==> config.mk <==
export PLATFORM = sky130hd
export DESIGN_NAME = lla_top
export DESIGN_NICKNAME = d
export VERILOG_FILES = /design/src/rtl/lla_pkg.sv /design/src/rtl/lla_min_track.sv /design/src/rtl/lla_link_cnt.sv /design/src/rtl/lla_irq_tab.sv /design/src/rtl/lla_ctrl.sv /design/src/rtl/lla_top.sv
export SDC_FILE = /design/constraint.sdc
export NUM_CORES = 1
export LEC_CHECK = 0
export BUFFER_PORTS_ARGS = -buffer_cell sky130_fd_sc_hd__buf_2
export CELL_PAD_IN_SITES_DETAIL_PLACEMENT = 1
export CELL_PAD_IN_SITES_GLOBAL_PLACEMENT = 1
export CORE_ASPECT_RATIO = 0.5
export CORE_MARGIN = 2
export CORE_UTILIZATION = 45
export CTS_BUF_LIST = sky130_fd_sc_hd__clkbuf_8 sky130_fd_sc_hd__clkbuf_16
export DETAILED_ROUTE_END_ITERATION = 8
export GPL_ROUTABILITY_DRIVEN = 1
export PLACE_DENSITY_LB_ADDON = 0.25
export SYNTH_ARGS = -nofsm -noshare
export SYNTH_HDL_FRONTEND = slang
export SYNTH_SLANG_ARGS = --single-unit
==> constraint.sdc <==
create_clock -name clk -period 5.2 [get_ports clk]
set_clock_uncertainty 0.15 [all_clocks]
set_input_delay 0 -clock clk [delete_from_list [all_inputs] [get_ports clk]]
set_output_delay 0 -clock clk [all_outputs]
set_load 0.02 [all_outputs]
==> src/rtl/lla_pkg.sv <==
// Shared constants and state encoding for the link allocator.
package lla_pkg;
    localparam logic [7:0] LINK_OFF_VAL = 8'h80; // disabled reset value of a link register

    typedef enum logic [2:0] {
        ST_IDLE  = 3'd0,
        ST_LSCAN = 3'd1,
        ST_BIND  = 3'd2,
        ST_ISCAN = 3'd3,
        ST_FIN   = 3'd4
    } lla_state_e;
endpackage

==> src/rtl/lla_min_track.sv <==
// Running minimum tracker: fed one candidate per step, it keeps the index of
// the smallest value seen since the last clear. Strict less-than keeps the
// earliest index on ties. Assumes candidates arrive in ascending index order.
module lla_min_track #(
    parameter int IDX_W = 3,
    parameter int VAL_W = 8
) (
    input  logic             clk,
    input  logic             rst_n,
    input  logic             clr,
    input  logic             step,
    input  logic             skip,
    input  logic [IDX_W-1:0] cand_idx,
    input  logic [VAL_W-1:0] cand_val,
    output logic [IDX_W-1:0] best_idx,
    output logic             found
);
    logic [VAL_W-1:0] best_val;

    // Track the smallest non-skipped candidate.
    always_ff @(posedge clk) begin
        if (!rst_n || clr) begin
            best_idx <= '0;
            best_val <= '0;
            found    <= 1'b0;
        end else if (step && !skip && (!found || cand_val < best_val)) begin
            best_idx <= cand_idx;
            best_val <= cand_val;
            found    <= 1'b1;
        end
    end
endmodule

==> src/rtl/lla_link_cnt.sv <==
// Per-link use counters with one read port and one increment port.
// Counters saturate at their maximum value instead of wrapping.
module lla_link_cnt #(
    parameter int NUM_LINKS = 8,
    parameter int CNT_W     = 8,
    localparam int LINK_W   = $clog2(NUM_LINKS)
) (
    input  logic              clk,
    input  logic              rst_n,
    input  logic [LINK_W-1:0] rd_idx,
    output logic [CNT_W-1:0]  rd_val,
    input  logic              inc_en,
    input  logic [LINK_W-1:0] inc_idx
);
    logic [CNT_W-1:0] cnt_q [NUM_LINKS];

    // Clear on reset, count one use per increment strobe.
    always_ff @(posedge clk) begin
        for (int i = 0; i < NUM_LINKS; i++) begin
            if (!rst_n)
                cnt_q[i] <= '0;
            else if (inc_en && inc_idx == LINK_W'(i) && cnt_q[i] != '1)
                cnt_q[i] <= cnt_q[i] + 1'b1;
        end
    end

    // Combinational read for the scanner.
    assign rd_val = cnt_q[rd_idx];
endmodule

==> src/rtl/lla_irq_tab.sv <==
// IRQ load table. Holds one load value per IRQ, the all-ones value meaning
// excluded. Applies cold-phase reserve/use commands and refuses illegal ones
// with a registered error pulse. Assumes binding increments never coincide
// with an accepted command (bindings occur only after the cold phase).
module lla_irq_tab #(
    parameter int                NUM_IRQS = 16,
    parameter int                LOAD_W   = 8,
    parameter logic [NUM_IRQS-1:0] ALLOWED = 16'hDEF8,
    localparam int               IRQ_W    = $clog2(NUM_IRQS)
) (
    input  logic              clk,
    input  logic              rst_n,
    input  logic              cold,
    input  logic              cmd_valid,
    input  logic              cmd_reserve,
    input  logic [IRQ_W-1:0]  cmd_irq,
    output logic              cmd_err,
    input  logic [IRQ_W-1:0]  rd_idx,
    output logic [LOAD_W-1:0] rd_val,
    input  logic              inc_en,
    input  logic [IRQ_W-1:0]  inc_idx
);
    localparam logic [LOAD_W-1:0] EXCL = '1;
    localparam logic [LOAD_W-1:0] TOP  = EXCL - 1'b1;

    logic [LOAD_W-1:0] load_q [NUM_IRQS];
    logic [LOAD_W-1:0] cmd_cur;
    logic              cmd_ok;

    assign cmd_cur = load_q[cmd_irq];

    // Legality of the presented command.
    always_comb begin
        if (!cold || !cmd_valid)
            cmd_ok = 1'b0;
        else if (cmd_reserve)
            cmd_ok = (cmd_cur == '0) || (cmd_cur == EXCL);
        else
            cmd_ok = (cmd_cur < TOP);
    end

    // Load table update from commands and bindings.
    always_ff @(posedge clk) begin
        for (int i = 0; i < NUM_IRQS; i++) begin
            if (!rst_n)
                load_q[i] <= ALLOWED[i] ? '0 : EXCL;
            else if (cmd_ok && cmd_irq == IRQ_W'(i))
                load_q[i] <= cmd_reserve ? EXCL : load_q[i] + 1'b1;
            else if (inc_en && inc_idx == IRQ_W'(i) && load_q[i] < TOP)
                load_q[i] <= load_q[i] + 1'b1;
        end
    end

    // Registered refusal pulse.
    always_ff @(posedge clk) begin
        if (!rst_n)
            cmd_err <= 1'b0;
        else
            cmd_err <= cmd_valid && !cmd_ok;
    end

    assign rd_val = load_q[rd_idx];
endmodule

==> src/rtl/lla_ctrl.sv <==
// Request sequencer: accepts a request, chooses a link (fixed formula or one
// scan step per link), reads its routing register, scans IRQs one per clock
// when a binding is needed, then emits a single-cycle result.
// Assumes NUM_LINKS is a power of two so the fixed formula is a bit slice.
module lla_ctrl
    import lla_pkg::*;
#(
    parameter int NUM_LINKS = 8,
    parameter int NUM_IRQS  = 16,
    parameter int SLOT_W    = 5,
    parameter int PIN_W     = 3,
    parameter int FIX_BASE  = 4,
    parameter int REG_W     = 8,
    localparam int LINK_W   = $clog2(NUM_LINKS),
    localparam int IRQ_W    = $clog2(NUM_IRQS)
) (
    input  logic              clk,
    input  logic              rst_n,
    input  logic              req_valid,
    output logic              req_ready,
    input  logic [SLOT_W-1:0] req_slot,
    input  logic [PIN_W-1:0]  req_pin,
    input  logic              req_fixed,
    output logic              cold,
    output logic              lscan_clr,
    output logic              lscan_step,
    output logic [LINK_W-1:0] lscan_idx,
    input  logic [LINK_W-1:0] lbest_idx,
    input  logic              lfound,
    output logic              link_inc_en,
    output logic [LINK_W-1:0] pick,
    input  logic [REG_W-1:0]  lnk_rd_val,
    output logic              iscan_clr,
    output logic              iscan_step,
    output logic [IRQ_W-1:0]  iscan_idx,
    input  logic [IRQ_W-1:0]  ibest_idx,
    input  logic              ifound,
    output logic              irq_inc_en,
    output logic              done,
    output logic [LINK_W:0]   done_link,
    output logic              alloc_err,
    output logic              wr_en,
    output logic [REG_W-1:0]  wr_data
);
    localparam int SUM_W = SLOT_W + 1;

    lla_state_e        st;
    logic              fixed_r;
    logic [LINK_W-1:0] fix_r;
    logic [LINK_W-1:0] link_r;
    logic              bind_r;
    logic [SUM_W-1:0]  fsum;

    // Fixed-mapping sum; the low bits give the link modulo NUM_LINKS.
    assign fsum = SUM_W'(FIX_BASE) + {1'b0, req_slot} + SUM_W'(req_pin);

    // Strobes and indices derived from the state.
    assign req_ready   = (st == ST_IDLE);
    assign lscan_clr   = (st == ST_IDLE);
    assign lscan_step  = (st == ST_LSCAN);
    assign iscan_clr   = (st == ST_BIND);
    assign iscan_step  = (st == ST_ISCAN);
    assign link_inc_en = (st == ST_BIND);
    assign irq_inc_en  = (st == ST_FIN) && bind_r && ifound;
    assign pick        = fixed_r ? fix_r : (lfound ? lbest_idx : '0);

    // Sequencer and result registers.
    always_ff @(posedge clk) begin
        if (!rst_n) begin
            st        <= ST_IDLE;
            cold      <= 1'b1;
            fixed_r   <= 1'b0;
            fix_r     <= '0;
            link_r    <= '0;
            bind_r    <= 1'b0;
            lscan_idx <= '0;
            iscan_idx <= '0;
            done      <= 1'b0;
            done_link <= '0;
            alloc_err <= 1'b0;
            wr_en     <= 1'b0;
            wr_data   <= '0;
        end else begin
            done      <= 1'b0;
            alloc_err <= 1'b0;
            wr_en     <= 1'b0;
            unique case (st)
                ST_IDLE: begin
                    if (req_valid) begin
                        cold      <= 1'b0;
                        fixed_r   <= req_fixed;
                        fix_r     <= fsum[LINK_W-1:0];
                        lscan_idx <= '0;
                        st        <= req_fixed ? ST_BIND : ST_LSCAN;
                    end
                end
                ST_LSCAN: begin
                    lscan_idx <= lscan_idx + 1'b1;
                    if (lscan_idx == LINK_W'(NUM_LINKS - 1))
                        st <= ST_BIND;
                end
                ST_BIND: begin
                    link_r <= pick;
                    if (lnk_rd_val == LINK_OFF_VAL) begin
                        bind_r    <= 1'b1;
                        iscan_idx <= '0;
                        st        <= ST_ISCAN;
                    end else begin
                        bind_r <= 1'b0;
                        st     <= ST_FIN;
                    end
                end
                ST_ISCAN: begin
                    iscan_idx <= iscan_idx + 1'b1;
                    if (iscan_idx == IRQ_W'(NUM_IRQS - 1))
                        st <= ST_FIN;
                end
                ST_FIN: begin
                    done      <= 1'b1;
                    done_link <= (LINK_W+1)'(link_r) + (LINK_W+1)'(1);
                    wr_en     <= bind_r && ifound;
                    wr_data   <= REG_W'(ibest_idx);
                    alloc_err <= bind_r && !ifound;
                    st        <= ST_IDLE;
                end
                default: st <= ST_IDLE;
            endcase
        end
    end
endmodule

==> src/rtl/lla_top.sv <==
// Least-used interrupt link allocator top. Wires the sequencer to the link
// counters, the IRQ load table and two minimum trackers. Assumes the routing
// register read through lnk_rd_idx answers combinationally.
module lla_top #(
    parameter int                  NUM_LINKS = 8,
    parameter int                  NUM_IRQS  = 16,
    parameter int                  CNT_W     = 8,
    parameter int                  LOAD_W    = 8,
    parameter int                  SLOT_W    = 5,
    parameter int                  PIN_W     = 3,
    parameter int                  FIX_BASE  = 4,
    parameter int                  REG_W     = 8,
    parameter logic [NUM_IRQS-1:0] ALLOWED   = 16'hDEF8
) (
    input  logic                          clk,
    input  logic                          rst_n,
    input  logic                          cmd_valid,
    input  logic                          cmd_reserve,
    input  logic [$clog2(NUM_IRQS)-1:0]   cmd_irq,
    output logic                          cmd_err,
    input  logic                          req_valid,
    output logic                          req_ready,
    input  logic [SLOT_W-1:0]             req_slot,
    input  logic [PIN_W-1:0]              req_pin,
    input  logic                          req_fixed,
    output logic                          done,
    output logic [$clog2(NUM_LINKS):0]    done_link,
    output logic                          alloc_err,
    output logic                          wr_en,
    output logic [REG_W-1:0]              wr_data,
    output logic [$clog2(NUM_LINKS)-1:0]  lnk_rd_idx,
    input  logic [REG_W-1:0]              lnk_rd_val
);
    localparam int LINK_W = $clog2(NUM_LINKS);
    localparam int IRQ_W  = $clog2(NUM_IRQS);

    logic              cold;
    logic              lscan_clr, lscan_step, lfound, link_inc_en;
    logic [LINK_W-1:0] lscan_idx, lbest_idx, pick;
    logic [CNT_W-1:0]  link_val;
    logic              iscan_clr, iscan_step, ifound, irq_inc_en, irq_skip;
    logic [IRQ_W-1:0]  iscan_idx, ibest_idx;
    logic [LOAD_W-1:0] irq_val;

    assign lnk_rd_idx = pick;
    assign irq_skip   = (irq_val == '1);

    lla_ctrl #(
        .NUM_LINKS(NUM_LINKS), .NUM_IRQS(NUM_IRQS), .SLOT_W(SLOT_W),
        .PIN_W(PIN_W), .FIX_BASE(FIX_BASE), .REG_W(REG_W)
    ) u_ctrl (
        .clk(clk), .rst_n(rst_n),
        .req_valid(req_valid), .req_ready(req_ready), .req_slot(req_slot),
        .req_pin(req_pin), .req_fixed(req_fixed), .cold(cold),
        .lscan_clr(lscan_clr), .lscan_step(lscan_step), .lscan_idx(lscan_idx),
        .lbest_idx(lbest_idx), .lfound(lfound), .link_inc_en(link_inc_en),
        .pick(pick), .lnk_rd_val(lnk_rd_val),
        .iscan_clr(iscan_clr), .iscan_step(iscan_step), .iscan_idx(iscan_idx),
        .ibest_idx(ibest_idx), .ifound(ifound), .irq_inc_en(irq_inc_en),
        .done(done), .done_link(done_link), .alloc_err(alloc_err),
        .wr_en(wr_en), .wr_data(wr_data)
    );

    lla_link_cnt #(.NUM_LINKS(NUM_LINKS), .CNT_W(CNT_W)) u_links (
        .clk(clk), .rst_n(rst_n), .rd_idx(lscan_idx), .rd_val(link_val),
        .inc_en(link_inc_en), .inc_idx(pick)
    );

    lla_irq_tab #(.NUM_IRQS(NUM_IRQS), .LOAD_W(LOAD_W), .ALLOWED(ALLOWED)) u_irqs (
        .clk(clk), .rst_n(rst_n), .cold(cold), .cmd_valid(cmd_valid),
        .cmd_reserve(cmd_reserve), .cmd_irq(cmd_irq), .cmd_err(cmd_err),
        .rd_idx(iscan_idx), .rd_val(irq_val),
        .inc_en(irq_inc_en), .inc_idx(ibest_idx)
    );

    lla_min_track #(.IDX_W(LINK_W), .VAL_W(CNT_W)) u_lmin (
        .clk(clk), .rst_n(rst_n), .clr(lscan_clr), .step(lscan_step),
        .skip(1'b0), .cand_idx(lscan_idx), .cand_val(link_val),
        .best_idx(lbest_idx), .found(lfound)
    );

    lla_min_track #(.IDX_W(IRQ_W), .VAL_W(LOAD_W)) u_imin (
        .clk(clk), .rst_n(rst_n), .clr(iscan_clr), .step(iscan_step),
        .skip(irq_skip), .cand_idx(iscan_idx), .cand_val(irq_val),
        .best_idx(ibest_idx), .found(ifound)
    );
endmodule

==> flow_summary.toml <==
[power_and_ir_drop]
sw_frac_of_total_pct = 28.6
power_mw = 5.26
irDropWorstVdd_mv = 0.186
cellInternalPower_mw = 3.76
p_leak_nw = 5.83
powerDensity_mw_per_mm2 = 303
p_switching_mw = 1.51
pwr-share-clk_pct = 36.8
pwr-share-comb_pct = 16.5
pwr-share-seq_pct = 46.7

[timing]
setup_viol = 0
finalSetupTns_ns = 0
finalMaxSlewViolations = 0
finalCritPeriodShare_pct = 80.0
max_freq_ghz = 0.240
slew_headroom_pct = 19.7
period_minus_slack_ns = 4.16
hold_violations = 0
rsz0062_at_grt = "no"
worst_slew_pin_slew_ns = 1.19

[min_path]
hold_class = "in2reg"

[setup_path]
end_kind = "flip-flop"
regToRegSetupSlack_ns = 1.04
crit_end = "u_irqs.load_q[7][7]"
path_class = "reg2reg"
r2r_end = "u_irqs.load_q[7][7]"
crit_path_start_kind = "flip-flop"
rr_worst_depth = 9
rr_startpoint = "u_irqs.load_q[11][3]"
cp.arrival_ns = 4.24
crit_start = "u_irqs.load_q[11][3]"
path_max_fanout = 9
worstPathRequired_ns = 5.28

[clock_network]
clkSinkCount = 255
ctsHoldBuffers = 17
post_cts_buffers = 0
clock-root-buffer = "clkbuf_16"
numCtsBuffers = 26
clk_latency_ns = 0.57
ctsResizeCount = 0
clkSlewWorstSetupHoldPaths_ns = 0.07
ctsHtreeMaxLevel = 1
cts_tree = "yes"
clockBufferDepth = 3

[die]
io_pins = 46
die_y_um = 136
die_w_um = 268
die-area_mm2 = 0.0365
rows = 48
start_util_pct = 45.7
design.core.area_mm2 = 0.0344

[global_route]
grt_max_degree = 60
antenna_found_initial = 1
gr-total-overflow = 0
grt_pass1_vias = 12600
grt_usage_pct = 25.4
grt_pass1_wl_um = 71700

[synthesis]
ys_warn_count = 0
ys_ff_latch = 255
synthesis.area_mm2 = 0.0157
async_reset_ff_share_pct = 0
ys_seq_area_share_pct = 44.7
synth_edf_count = 192
synth-main-ff-cell = "edfxtp_1"
avgSynthCellArea_um2 = 11.0
syn-instance-count = 1425
synthDistinctLibCells = 73

[detailed_routing]
drt-pass1-iter-count = 5
antenna_left = 0
dr.first_iter.drc_count = 1049
wire_per_inst_um = 23.1
routed-via-count = 12000
routed_wl_um = 45300
viasPerCell = 6.12
drc_errors = 0

[finish]
fin_nets = 1538
fill_cells = 3689
drive_gt1_share_pct = 14.6
syn2layout_area_growth_pct = 10.5
final_cell_mix = "edfxtp_1 (192), nand2_1 (153), nor2_1 (152), nand3_1 (120), mux4_2 (86)"
final_common_cell = "edfxtp_1"

[place]
dpl.hpwl_um = 32800
place_congestion = 0.938
port_buffers = 39

[flow_run]
max_cap_violations = 0

[outcome]
status = "finished, final reports clean"
## kinds of logic (layout without fill, tap and decap cells)
logic type	Yosys count	in the layout	synth area share [%]
buf+inv	96	155	2.87
mux	122	122	14.9
compound gates	205	205	9.21
fa+ha+maj	45	45	3.58
xor+xnor	148	148	8.25
flops	255	255	44.7
other cells	1	5	0.0239
simple gates	553	553	16.5
## cell usage after synthesis, types with 27 or more instances
library cell    n  area [um2]
xnor2_1        63         552
xor2_1         85         744
edfxtp_1      192        5770
dfxtp_1        63        1260
clkbuf_1       33         124
and3_1         40         250
mux4_2         86        1940
nand3_1       120         601
a21oi_1        63         315
inv_1          35         131
nand2_1       153         574
nor2_1        152         571
ha_1           45         563
mux2i_1        27         270
## layer usage
metal / up-vias / GRT usage [%] / wire length (um)
met2: 410 / 43.6 / 22100
li1: 5418 / - / -
met4: 0 / 8.13 / 1460
met5: - / 0 / 0
met1: 6092 / 32.3 / 18600
met3: 94 / 5.05 / 3190
## critical path: stages (launching register included)
cell and delay [ns]:
edfxtp_1 0.50, mux4_2 0.52, a22oi_1 0.38, nand2_1 0.15
nor4_1 0.32, a21oi_1 0.24, buf_4 0.24, a211oi_4 0.63
a21oi_2 0.30, nand2_1 0.38
## through the flow
step | util [%] | hold slack, ns | setup slack [ns] | cells | area [um2]
floorplan | - | -0.0362 | 1.37 | 1428 | 15700
global placement | 47.5 | 0.165 | 0.818 | 1897 | 16300
detailed placement | 47.5 | 0.177 | 0.722 | 1897 | 16300
CTS | 50.4 | 0.00555 | 1.12 | 1962 | 17400
global route | 50.4 | 0.0807 | 0.895 | 1962 | 17400
finish | 50.4 | 0.0299 | 1.04 | 1963 | 17400
## registers in the layout (all words and copies together) (netlist names), 3 cells and up, named ones only
register / flops
u_lmin.best_idx: 3
u_ctrl.iscan_idx: 4
u_ctrl.lscan_idx: 3
u_lmin.best_val: 8
u_ctrl.link_r: 3
u_ctrl.fix_r: 3
u_irqs.load_q: 128
u_ctrl.st: 3
u_imin.best_idx: 4
u_links.cnt_q: 64
u_ctrl.done_link: 4
u_imin.best_val: 8
u_ctrl.wr_data: 4
## worst min-delay path by stage
stage / endpoint / from / depth (start not counted)
after global placement: u_ctrl.fixed_r / req_valid / 3
final: u_irqs.load_q[4][0] / cmd_irq[2] / 5
after detailed placement: u_ctrl.fixed_r / req_valid / 3
after global routing: flip-flop / lnk_rd_val[7] / 4
after floorplan: u_irqs.cmd_err / cmd_valid / 2
after CTS: u_irqs.load_q[4][0] / cmd_irq[2] / 5
## final cells by class
class                           instances  area, um2  share of cell area, %
Tap cell                              475        594                   3.42
Inverter                               35        131                  0.757
Timing Repair Buffer                   72        498                   2.87
Multi-Input combinational cell       1077       8250                   47.5
Clock inverter                         19        143                  0.822
Sequential cell                       255       7030                   40.5
Antenna cell                            1       2.50                 0.0144
Clock buffer                           29        714                   4.12
## power groups by stage
stage               combinational [mW]  sequential, mW  clock [mW]
finish                           0.869            2.46        1.93
global route                     0.948            2.48        2.04
CTS                              0.869            2.46        1.97
detailed placement               0.846            2.50           0
global placement                 0.808            2.49           0
floorplan                        0.647            2.42           0
No activity file was read; power rests on OpenSTA's default activity.
